[config.mk]
export PLATFORM = sky130hd
export DESIGN_NAME = sar_sequencer
export DESIGN_NICKNAME = d
export VERILOG_FILES = /design/src/rtl/sar_sequencer.sv
export SDC_FILE = /design/constraint.sdc
export NUM_CORES = 1
export LEC_CHECK = 0
export BUFFER_PORTS_ARGS = -buffer_cell sky130_fd_sc_hd__buf_2
export CAP_MARGIN = 5
export CORE_MARGIN = 2
export CORE_UTILIZATION = 35
export CTS_BUF_LIST = sky130_fd_sc_hd__clkbuf_8
export DETAILED_ROUTE_END_ITERATION = 10
export SYNTH_ARGS = -nofsm -noshare
export SYNTH_HDL_FRONTEND = slang
export SYNTH_SLANG_ARGS = --single-unit
[constraint.sdc]
create_clock -name clk -period 3.41 [get_ports clk]
set_clock_uncertainty 0.05 [all_clocks]
set_input_delay 0.682 -clock clk [delete_from_list [all_inputs] [get_ports clk]]
set_output_delay 0.682 -clock clk [all_outputs]
set_load 0.03 [all_outputs]
[src/rtl/sar_sequencer.sv]
module sar_sequencer #(
  parameter int WIDTH = 16,
  parameter int RW = $clog2(WIDTH + 1)
) (
  input  logic             clk,
  input  logic             rst_n,
  input  logic             conv_start,
  input  logic             cmp_keep,
  input  logic [RW-1:0]    res_sel,
  input  logic             ctc_mode,
  output logic [WIDTH-1:0] dac_code,
  output logic [WIDTH-1:0] data_out,
  output logic             busy,
  output logic             conv_clk
);

  localparam logic [WIDTH-1:0] INIT = {1'b0, {(WIDTH-1){1'b1}}};
  localparam logic [RW-1:0]    FULL = RW'(WIDTH);

  logic             start_q, busy_q, clk_q, last_q;
  logic [WIDTH-1:0] sar_q, sar_nx;
  logic [RW-1:0]    step_q, nbits_q, res_eff, step_nx;
  logic             fall;

  assign fall    = start_q & ~conv_start;
  assign res_eff = (res_sel == '0 || res_sel > FULL) ? FULL : res_sel;
  assign step_nx = step_q + RW'(1);

  always_comb begin
    sar_nx = sar_q;
    for (int i = 0; i < WIDTH; i++) begin
      if (i == WIDTH - int'(step_nx)) sar_nx[i] = ~cmp_keep;
      if (i == WIDTH - 1 - int'(step_nx) && step_nx < nbits_q) sar_nx[i] = 1'b0;
    end
  end

  always_ff @(posedge clk) begin
    if (!rst_n) begin
      start_q <= 1'b0;
      busy_q  <= 1'b0;
      clk_q   <= 1'b0;
      last_q  <= 1'b0;
      sar_q   <= '1;
      step_q  <= '0;
      nbits_q <= FULL;
    end else begin
      start_q <= conv_start;
      if (!busy_q) begin
        if (fall) begin
          busy_q  <= 1'b1;
          clk_q   <= 1'b1;
          sar_q   <= INIT;
          step_q  <= '0;
          nbits_q <= res_eff;
          last_q  <= 1'b0;
        end
      end else if (last_q) begin
        busy_q <= 1'b0;
        clk_q  <= 1'b0;
        last_q <= 1'b0;
      end else if (clk_q) begin
        clk_q <= 1'b0;
      end else begin
        clk_q  <= 1'b1;
        sar_q  <= sar_nx;
        step_q <= step_nx;
        if (step_nx == nbits_q) last_q <= 1'b1;
      end
    end
  end

  assign dac_code = ~sar_q;
  assign data_out = sar_q ^ {ctc_mode, {(WIDTH-1){1'b0}}};
  assign busy     = busy_q;
  assign conv_clk = clk_q;

  a_r7_clk_low_idle: assert property (@(posedge clk) disable iff (!rst_n)
    !busy_q |-> !clk_q);

  a_r8_data_on_clk_rise: assert property (@(posedge clk) disable iff (!rst_n)
    !$stable(sar_q) |-> $rose(clk_q));

  a_r3_init_pattern: assert property (@(posedge clk) disable iff (!rst_n)
    $rose(busy_q) |-> sar_q == INIT);

  a_r5_stop_at_n: assert property (@(posedge clk) disable iff (!rst_n)
    $fell(busy_q) |-> step_q == nbits_q);

  a_r10_no_restart: assert property (@(posedge clk) disable iff (!rst_n)
    busy_q && !last_q |=> busy_q && $stable(nbits_q));

endmodule

==> key figures <==
Run status
  – Status: complete, no violations

Clock tree
  – H-tree depth: 2
  – CTS Buf Count: 5
  – Root buffer cell: clkbuf_8
  – CTS tree: done
  – Clock Path Buffers: 2
  – Clk_lat worst skew: 290 ps
  – CTS Sinks: 30
  – Reg clk slew, reported paths: 70 ps

Drt
  – Vias/cell: 5.427
  – Routed wire per std cell: 14.79 um
  – Detailed router's first-iteration violation count: 99
  – Antenna Nets Post-Route: 0
  – DRC Markers: 0
  – DRT Pass-1 Iters: 4
  – Final WL: 6.137 mm
  – Via count: 2,252

Power
  – P_leak: 1.223 nW
  – Sequential share of power: 43.1%
  – Cell Int Power: 0.6127 mW
  – Comb pwr share: 13.0%
  – Max VDD drop: 0.1406 mV
  – Power density cells: 308.4 nW/um^2
  – Switching Fraction: 27.74%
  – PnR Total Power: 0.8478 mW
  – Clk pwr share: 43.9%
  – P_sw: 0.2352 mW

Logic synthesis
  – Most common library cells after synthesis: dfxtp_1 (30), nand2_1 (29), inv_1 (27)
  – Area leader, netlist: dfxtp_1
  – Syn_nets: 327
  – Yosys top cell area share: 24.60%
  – Sequential share of the synthesized area: 24.60%
  – Synthesized netlist cell count: 305
  – Async SR Flop Fraction: 0%
  – Dominant cells by area after synthesis: dfxtp_1 (25%), ha_1 (6.2%), buf_4 (4.6%), nand2_1 (4.5%), inv_1 (4.2%)
  – Number of synthesized register bits: 30
  – Synthesized cell area: 2441 um^2
  – Post-synth EDFFs: 0
  – Yosys cell types: 60
  – Count leader, synth: dfxtp_1
  – Yosys warns: 0
  – Commonest register cell after synthesis: dfxtp_1
  – Syn_area_per_cell: 8.004 um^2

Final layout
  – N_diodes: 0
  – Layout cells sized above 1: 24.78%
  – Final net count: 356
  – Filler Cell Count: 707
  – Area growth syn-to-layout: 12.61%

STA
  – Setup violations, final: 0
  – Final hold viol count: 0
  – Period minus WS final: 3102 ps
  – FMAX: 322.4 MHz
  – Worst-margin pin slew: 569.1 ps
  – TNS Setup: 0 ps
  – Slew margin rel.: 61.92%
  – Unrepaired setup endpoints after global routing: false
  – Pins over their slew limit: 0
  – Tcrit/Tclk final: 90.97%

Floorplan
  – I/O Pins: 44
  – Die Wd: 87.52 um
  – Starting Density: 36.13%
  – Row count: 30
  – Core area: 6756 um^2
  – Die area: 7659 um^2
  – Die height: 87.52 um

Worst setup path
  – Required @ worst endpoint: 3580 ps
  – CP Launch Type: register
  – Worst setup path class: register to register
  – Crit-path max FO: 11
  – Critical path capture point type: register
  – Crit path DAT: 3270 ps

Global route
  – Initial antenna violation count: 0
  – First-pass GRT wire length: 10.34 mm
  – Total overflow reported by the global router: 0
  – Largest net degree at the start of global routing: 32
  – Number of global-route vias before repair: 2,139
  – GRT Util Overall: 17.01%

Placed design
  – Final GP Congestion: 0.8614
  – Dpl hpwl: 4.550 mm
  – Port Buffer Count: 43

Worst hold path
  – Min-Delay Path Class: register to register

Run
  – Max-cap violations: 0
## cell families (layout without fill, tap and decap cells)
group,Yosys count,count (layout),synth area share [%]
buf+inv,56,86,11.69
xor+xnor,5,5,2.410
flops,30,30,24.60
simple gates,121,121,28.55
mux,10,10,4.152
fa+ha+maj,12,12,6.151
compound gates,71,71,22.45
## critical path, stage by stage (launching register included)
cell and delay [ps]:
dfxtp_1 540, ha_2 340, nand3_2 190, xnor2_1 320, inv_1 80, ha_1 430, and2_0 340, nand4b_1 160
or4b_1 500, o211ai_2 80
## metal layers
metal  up-vias  global-route usage [%]  part of all wire [%]
li1       1121                       -                     -
met3         8                   3.318                   4.9
met2        57                   27.62                    46
met1      1066                   22.65                    47
met5         -                       0                     0
met4         0                   5.594                   1.4
## registers in the layout, summed over array words and instances (netlist names)
name and flops:
start_q 1, last_q 1, nbits_q 5, step_q 5, sar_q 16, conv_clk 1, busy 1
## cell type report
cell class | count | area, um^2 | share of cell area, %
clock buffer | 5 | 68.82 | 2.503
clock inverter | 3 | 45.04 | 1.639
multi-input combinational | 219 | 1558 | 56.67
tap | 80 | 100.1 | 3.641
inverter | 27 | 101.3 | 3.687
sequential | 30 | 600.6 | 21.85
timing repair buffer | 51 | 275.3 | 10.01
## cells in the final DEF, fill, tap and decap left out, types with 2 or more instances in the layout
| master | synthesis | layout |
|---|---|---|
| or2_2 | 3 | 3 |
| o21a_1 | 3 | 3 |
| xnor2_1 | 2 | 2 |
| nor2b_1 | 7 | 7 |
| clkinvlp_4 | 0 | 2 |
| a211oi_1 | 3 | 3 |
| and3_1 | 3 | 3 |
| and4_1 | 3 | 3 |
| nand4_1 | 3 | 3 |
| o211ai_1 | 4 | 4 |
| o2bb2a_1 | 2 | 2 |
| nor4b_2 | 4 | 4 |
| a32oi_1 | 3 | 3 |
| o21ai_0 | 16 | 16 |
| clkbuf_8 | 0 | 5 |
| or2_1 | 2 | 2 |
| mux2i_1 | 9 | 9 |
| nor3_2 | 2 | 2 |
| nand4b_1 | 2 | 2 |
| nand3_1 | 8 | 8 |
| nor3_1 | 5 | 5 |
| inv_1 | 27 | 27 |
| ha_1 | 12 | 11 |
| buf_2 | 3 | 43 |
| dfxtp_1 | 30 | 30 |
| o31ai_1 | 2 | 2 |
| buf_4 | 15 | 8 |
| a21oi_1 | 7 | 7 |
| nand2b_1 | 5 | 5 |
| nor2_1 | 23 | 23 |
| and2_1 | 8 | 8 |
| a221oi_1 | 4 | 4 |
| nand3b_1 | 5 | 5 |
| nand2_1 | 29 | 29 |
| a31o_2 | 4 | 4 |
| a22oi_1 | 3 | 3 |
| a21boi_0 | 10 | 10 |
## worst paths after layout
| check | start | end | slack, ps | cells after the start |
|---|---|---|---|---|
| setup / recovery | step_q[0]$_SDFFE_PN0P_ | sar_q[15]$_SDFFE_PN1P_ | 310 | 9 |
| hold / removal | nbits_q[3]$_SDFFE_PN0P_ | nbits_q[3]$_SDFFE_PN0P_ | 420 | 2 |
| setup reg to reg | step_q[0]$_SDFFE_PN0P_ | sar_q[15]$_SDFFE_PN1P_ | 310 | 9 |
| hold reg to reg | nbits_q[3]$_SDFFE_PN0P_ | nbits_q[3]$_SDFFE_PN0P_ | 420 | 2 |
## what timing repair did
item	in CTS	in global routing
hold endpoints to repair	0	0
hold buffers	0	0
endpoints found under the setup margin	0	1
setup buffers	0	0
gates resized for setup	0	1
## power by group through the flow
stage	Sequential, mW	Clock [mW]	Combinational, mW
after floorplan	0.373	0	0.0753
after CTS	0.365	0.379	0.111
after detailed placement	0.373	0	0.111
after global placement	0.373	0	0.109
final	0.365	0.372	0.110
after global routing	0.367	0.400	0.123
## metrics by stage
step	cell area, um^2	instances	utilization (%)	hold slack, ps	worst slack [ps]
after floorplan	2441	305	-	391.0	493.0
after global placement	2633	407	38.96	403.2	402.1
after detailed placement	2633	407	38.96	411.8	291.9
after CTS	2746	415	40.65	422.5	282.9
after global routing	2749	415	40.69	443.3	67.96
final	2749	415	40.69	417.6	307.8
No activity file was read; power rests on OpenSTA's default activity.
